--- src/rtl/warpSchedPkg.sv ---
package warpSchedPkg;
  localparam int WARPS     = 24;
  localparam int REGS      = 16;
  localparam int LANES     = 32;
  localparam int OP_W      = 16;
  localparam int ISSUE_GAP = 4;
  localparam int WID_W     = $clog2(WARPS);
  localparam int REG_W     = $clog2(REGS);
  localparam int COOL_W    = (ISSUE_GAP > 1) ? $clog2(ISSUE_GAP) : 1;

  typedef struct packed {
    logic [OP_W-1:0]  op;
    logic [REG_W-1:0] dst;
    logic [REG_W-1:0] srcA;
    logic [REG_W-1:0] srcB;
    logic [LANES-1:0] mask;
  } warpInstr_t;

  typedef struct packed {
    logic             issueEn;
    logic [WID_W-1:0] grantWarp;
  } schedStrobe_t;
endpackage

--- src/rtl/warpSchedDp.sv ---
module warpSchedDp
  import warpSchedPkg::*;
(
  input  logic               clk,
  input  logic               rstN,
  input  logic               fetchValid,
  input  logic [WID_W-1:0]   fetchWarp,
  input  warpInstr_t         fetchInstr,
  output logic               fetchStall,
  input  logic               wbValid,
  input  logic [WID_W-1:0]   wbWarp,
  input  logic [REG_W-1:0]   wbReg,
  input  schedStrobe_t       strobe,
  output logic [WARPS-1:0]   eligible,
  output logic               issueValid,
  output logic [WID_W-1:0]   issueWarp,
  output warpInstr_t         issueInstr
);
  logic [WARPS-1:0]            slotValid;
  warpInstr_t                  slotInstr [WARPS];
  logic [WARPS-1:0][REGS-1:0]  pend;
  logic                        fetchInRange;
  logic                        fetchAccept;

  assign fetchInRange = int'(fetchWarp) < WARPS;
  assign fetchStall   = fetchValid && fetchInRange && slotValid[fetchWarp];
  assign fetchAccept  = fetchValid && fetchInRange && !slotValid[fetchWarp];

  for (genvar w = 0; w < WARPS; w++) begin : gSlot
    logic hitIssue;
    logic hitFetch;
    assign hitIssue = strobe.issueEn && (strobe.grantWarp == WID_W'(w));
    assign hitFetch = fetchAccept && (fetchWarp == WID_W'(w));

    always_ff @(posedge clk) begin
      if (!rstN)         slotValid[w] <= 1'b0;
      else if (hitIssue) slotValid[w] <= 1'b0;
      else if (hitFetch) slotValid[w] <= 1'b1;
    end

    always_ff @(posedge clk) begin
      if (hitFetch) slotInstr[w] <= fetchInstr;
    end

    for (genvar r = 0; r < REGS; r++) begin : gReg
      logic setBit;
      logic clrBit;
      assign setBit = hitIssue && (slotInstr[w].dst == REG_W'(r));
      assign clrBit = wbValid && (wbWarp == WID_W'(w)) && (wbReg == REG_W'(r));
      always_ff @(posedge clk) begin
        if (!rstN)       pend[w][r] <= 1'b0;
        else if (setBit) pend[w][r] <= 1'b1;
        else if (clrBit) pend[w][r] <= 1'b0;
      end
    end

    assign eligible[w] = slotValid[w]
                      && !pend[w][slotInstr[w].dst]
                      && !pend[w][slotInstr[w].srcA]
                      && !pend[w][slotInstr[w].srcB];
  end

  always_ff @(posedge clk) begin
    if (!rstN) issueValid <= 1'b0;
    else       issueValid <= strobe.issueEn;
  end

  always_ff @(posedge clk) begin
    if (strobe.issueEn) begin
      issueWarp  <= strobe.grantWarp;
      issueInstr <= slotInstr[strobe.grantWarp];
    end
  end
endmodule

--- src/rtl/warpSchedCtl.sv ---
module warpSchedCtl
  import warpSchedPkg::*;
(
  input  logic             clk,
  input  logic             rstN,
  input  logic [WARPS-1:0] eligible,
  output schedStrobe_t     strobe
);
  logic [COOL_W-1:0] cool;
  logic [WID_W-1:0]  lastWarp;
  logic              found;
  logic [WID_W-1:0]  pick;

  always_comb begin
    found = 1'b0;
    pick  = '0;
    for (int i = 1; i <= WARPS; i++) begin
      int cand;
      cand = int'(lastWarp) + i;
      if (cand >= WARPS) cand = cand - WARPS;
      if (!found && eligible[WID_W'(cand)]) begin
        found = 1'b1;
        pick  = WID_W'(cand);
      end
    end
  end

  assign strobe.issueEn   = found && (cool == '0);
  assign strobe.grantWarp = pick;

  always_ff @(posedge clk) begin
    if (!rstN) begin
      cool     <= '0;
      lastWarp <= WID_W'(WARPS - 1);
    end else if (strobe.issueEn) begin
      cool     <= COOL_W'(ISSUE_GAP - 1);
      lastWarp <= pick;
    end else if (cool != '0) begin
      cool <= cool - 1'b1;
    end
  end
endmodule

--- src/rtl/warpIssueSched.sv ---
module warpIssueSched
  import warpSchedPkg::*;
(
  input  logic             clk,
  input  logic             rstN,
  input  logic             fetchValid,
  input  logic [WID_W-1:0] fetchWarp,
  input  logic [OP_W-1:0]  fetchOp,
  input  logic [REG_W-1:0] fetchDst,
  input  logic [REG_W-1:0] fetchSrcA,
  input  logic [REG_W-1:0] fetchSrcB,
  input  logic [LANES-1:0] fetchMask,
  output logic             fetchStall,
  input  logic             wbValid,
  input  logic [WID_W-1:0] wbWarp,
  input  logic [REG_W-1:0] wbReg,
  output logic             issueValid,
  output logic [WID_W-1:0] issueWarp,
  output logic [OP_W-1:0]  issueOp,
  output logic [REG_W-1:0] issueDst,
  output logic [REG_W-1:0] issueSrcA,
  output logic [REG_W-1:0] issueSrcB,
  output logic [LANES-1:0] issueMask
);
  warpInstr_t       fetchInstr;
  warpInstr_t       issueInstr;
  schedStrobe_t     strobe;
  logic [WARPS-1:0] eligible;

  assign fetchInstr = '{op: fetchOp, dst: fetchDst, srcA: fetchSrcA,
                        srcB: fetchSrcB, mask: fetchMask};

  warpSchedDp dp (
    .clk(clk), .rstN(rstN),
    .fetchValid(fetchValid), .fetchWarp(fetchWarp), .fetchInstr(fetchInstr),
    .fetchStall(fetchStall),
    .wbValid(wbValid), .wbWarp(wbWarp), .wbReg(wbReg),
    .strobe(strobe), .eligible(eligible),
    .issueValid(issueValid), .issueWarp(issueWarp), .issueInstr(issueInstr)
  );

  warpSchedCtl ctl (
    .clk(clk), .rstN(rstN), .eligible(eligible), .strobe(strobe)
  );

  assign issueOp   = issueInstr.op;
  assign issueDst  = issueInstr.dst;
  assign issueSrcA = issueInstr.srcA;
  assign issueSrcB = issueInstr.srcB;
  assign issueMask = issueInstr.mask;
endmodule

--- config.mk ---
export PLATFORM = sky130hd
export DESIGN_NAME = warpIssueSched
export DESIGN_NICKNAME = d
export VERILOG_FILES = /design/src/rtl/warpSchedPkg.sv /design/src/rtl/warpSchedDp.sv /design/src/rtl/warpSchedCtl.sv /design/src/rtl/warpIssueSched.sv
export SDC_FILE = /design/constraint.sdc
export NUM_CORES = 2
export LEC_CHECK = 0
export BUFFER_PORTS_ARGS = -buffer_cell sky130_fd_sc_hd__buf_2
export CAP_MARGIN = 5
export CORE_ASPECT_RATIO = 0.6
export CORE_MARGIN = 3
export CORE_UTILIZATION = 38
export CTS_BUF_LIST = sky130_fd_sc_hd__clkbuf_4 sky130_fd_sc_hd__clkbuf_8
export DETAILED_ROUTE_END_ITERATION = 8
export PLACE_DENSITY = 0.56
export SYNTH_ARGS = -nofsm -noshare
export SYNTH_HDL_FRONTEND = slang
export SYNTH_SLANG_ARGS = --single-unit
--- constraint.sdc ---
create_clock -name clk -period 9.49 [get_ports clk]
set_input_delay 1.898 -clock clk [delete_from_list [all_inputs] [get_ports clk]]
set_output_delay 1.898 -clock clk [all_outputs]
set_load 0.01 [all_outputs]
==> metrics <==
outcome=complete, no violations; most common cell in the synthesized netlist=edfxtp_1; Max Freq=110 MHz; crit path launch=dp.slotInstr[19][41]$_DFFE_PP_; hold path depth=1; first-pass GRT wire length=516000 um; RSZ-0062 raised after global routing=false; worst r2r path cells=22; top cells by area in the synthesized netlist=edfxtp_1, dfxtp_1, mux2i_1; post_cts resized=0; WP buf/inv=4; final global-route overflow total=0; Slew HR=0.117; synthesized area per cell=12.5 um^2; placed cell areas=96900 um^2; internal reg-to-reg setup slack=360 ps; GPL Wtd Cong=1.00; CTS Buffer Depth=4; total wire length=370000 um; placed cell count=10300; clock buffer count from CTS=302; total global-route track usage=0.291; Synth async-reset ratio=0; met3 Track Usage GR=0.114; Most Frequent Cell on Critical Path=buf_4; Critical Path RT=10360 ps; critical path, cell by cell=mux4_2 > a2bb2oi_1 > o22ai_1 > or3_1 > a2bb2oi_1 > nand4_1 > a22oi_1 > nand2_1 > buf_4 > nor4_1 > buf_4 > nand2_1 > nor4_1 > buf_4 > a32o_1 > o211ai_1 > o21a_1 > nor3_2 > buf_4 > nand3_1 > nor3b_1 > a32o_1; sequential element share of the synthesized area=0.585; met1 Track Usage GR=0.455; Die H=386 um; Skew-Pair Late Insertion Delay=980 ps; Root Buffer=clkbuf_8; post-layout min period=9130 ps; Core ar.=238000 um^2; delay-heaviest family, CP=simple AND/OR/NAND/NOR gates; main combinational cell family by area after synthesis=compound AO/OA/AOI/OAI gates; final setup violation count=0; Final Hold Fails=0; initial antenna violation count=42; Worst setup SP type=flip-flop; worst r2r dst=dp.pend[102]$_SDFFE_PN0P_; worst-path maximum fanout=15; Top FF cell, synth=edfxtp_1; Max Cap Violations=0; initial core utilization=0.385; Crit Path Class=reg -> reg; Post-Synth Simple-Gate Area=0.113; CTS tree=built; RR Startpoint=dp.slotInstr[19][41]$_DFFE_PP_; Cell Rows=138; dpl hpwl=241000 um; Post-Synthesis Cells=7314; Area Overhead vs Synth=12.5%; largest net degree at the start of global routing=110; chip width=639 um; post-route design area=103000 um^2; busiest grt layer=met1; Pins Over Slew Limit=0; multiplexer share of the synthesized area=0.133; Post-Synth XOR/XNOR Area=0.00373; crit path DAT=10010 ps; PortBufs=144; synth unique cells=100; DRC Markers=0; Worst Hold Class=reg -> reg; I/O pins=145; post-synth top area share=0.494; synthesized flop and latch total=1921; Synth Area in Adders=0.00383; Clock Skews=109 ps; Global Route met2 Usage=0.367; vias in the first global route=65400; synthesized area=91500 um^2; final hold slack=498 ps; Post-synth EDFFs=1505; top cells by count, synth=edfxtp_1, nand2_1, mux2i_1, o21ai_0, dfxtp_1; crit path max-delay cell type=a22oi_1; antenna-violating nets left=0; dominant cell type by area after synthesis=edfxtp_1; crit path to=dp.pend[102]$_SDFFE_PN0P_; wire length per cell=33.9 um; drt pass-1 iters=9; H-tree levels=5; final setup TNS=0 ps; CTS Hold Bufs=0; Setup crit end kind=flip-flop; share of cells above drive strength 1=0.176; nets=7602; Die Footprint=247000 um^2; via-per-instance ratio=6.53; crit-path max cell delay=1030 ps; initial DRC count=10900; critical path depth=22; final non-filler cell total=10900; Yosys warning count=0; Setup Fix Bufs, Post-CTS=0; Tightest Pin Transition=1320 ps; Vias=71100; compound-gate portion of the synthesized area=0.134; fin crit share=0.962; CTS clk-pin slew, worst paths=60 ps; CTS Sinks=1921; Syn Nets=7420
## placed cells by master (no fill, tap or decap), drive strengths merged, types with 20 or more instances in the layout
cell type | netlist | final
xnor2 | 36 | 36
a211oi | 27 | 27
clkbuf | 394 | 444
a32o | 38 | 38
mux2 | 55 | 55
or3 | 36 | 36
a22oi | 48 | 48
dfxtp | 416 | 416
mux4 | 234 | 234
nand2b | 76 | 76
nor4 | 51 | 51
nand3 | 340 | 340
and2 | 59 | 59
or4 | 37 | 37
edfxtp | 1505 | 1505
nor2b | 71 | 71
nand3b | 54 | 54
mux2i | 623 | 623
ha | 28 | 28
nand2 | 670 | 670
o22ai | 67 | 67
nor3 | 83 | 83
diode | 0 | 20
or3b | 21 | 21
a31oi | 271 | 271
a21oi | 64 | 64
nor2 | 207 | 207
a311oi | 78 | 78
o211ai | 343 | 343
o41ai | 42 | 42
buf | 172 | 444
a32oi | 94 | 94
clkinv | 4 | 74
nand4 | 59 | 59
or2 | 36 | 36
nor3b | 83 | 83
o21ai | 459 | 459
inv | 63 | 70
and3 | 85 | 85
o31ai | 51 | 51
## registers in the layout, indices dropped and copies added, names as in the netlist
signal         cells
dp.slotInstr    1440
dp.pend          384
dp.issueInstr     60
dp.slotValid      24
ctl.lastWarp       5
dp.issueWarp       5
ctl.cool           2
dp.issueValid      1
## area by class of cell
class,count,area (um^2)
timing repair buffer,444,3440
inverter,67,274
tap,3150,3940
multi-input combinational,4760,35800
clock inverter,90,542
sequential,1921,53500
clock buffer,444,5410
antenna,20,50.0
fill,21900,135000
## logic make-up (layout without fill, tap and decap cells)
logic type | Yosys count | after routing
multiplexers | 912 | 912
flip-flops | 1921 | 1921
AO/OA/AOI/OAI | 1775 | 1775
other | 0 | 20
AND/OR/NAND/NOR | 2006 | 2006
XOR/XNOR | 39 | 39
buffers and inverters | 633 | 1045
adder cells (fa/ha/maj) | 28 | 28
## per-stage QoR
stage,util,worst slack (ps)
after floorplan,-,2380
after global placement,0.408,536
after detailed placement,0.408,715
final,0.433,360
after global routing,0.433,424
after CTS,0.433,676
## worst min path at each step
stage                                      endpoint                 startpoint  slack, ps
after global placement     ctl.cool[1]$_SDFFE_PN0P_   ctl.cool[1]$_SDFFE_PN0P_        480
after floorplan           dp.pend[188]$_SDFFE_PN0P_  dp.pend[188]$_SDFFE_PN0P_        460
final                      ctl.cool[1]$_SDFFE_PN0P_   ctl.cool[1]$_SDFFE_PN0P_        500
after CTS                  ctl.cool[1]$_SDFFE_PN0P_   ctl.cool[1]$_SDFFE_PN0P_        500
after global routing       ctl.cool[1]$_SDFFE_PN0P_   ctl.cool[1]$_SDFFE_PN0P_        540
after detailed placement   ctl.cool[1]$_SDFFE_PN0P_   ctl.cool[1]$_SDFFE_PN0P_        490
## per-layer routing
metal	part of all wire	vias up	wire length [um]
li1	-	29500	-
met1	0.45	36200	168000
met2	0.37	4849	138000
met3	0.15	585	54600
met4	0.024	10	9000
met5	0.00019	-	71
## worst register-to-register path, delay by kind of cell (launching register included)
kind	cells	cell delay [ps]
simple gates	9	3870
flops	1	710
buf+inv	4	970
mux	1	320
compound gates	8	3220
Power is left out: the tool's default activity adds up to more than one toggle a clock period on the data nets, which glitch-free logic cannot reach.
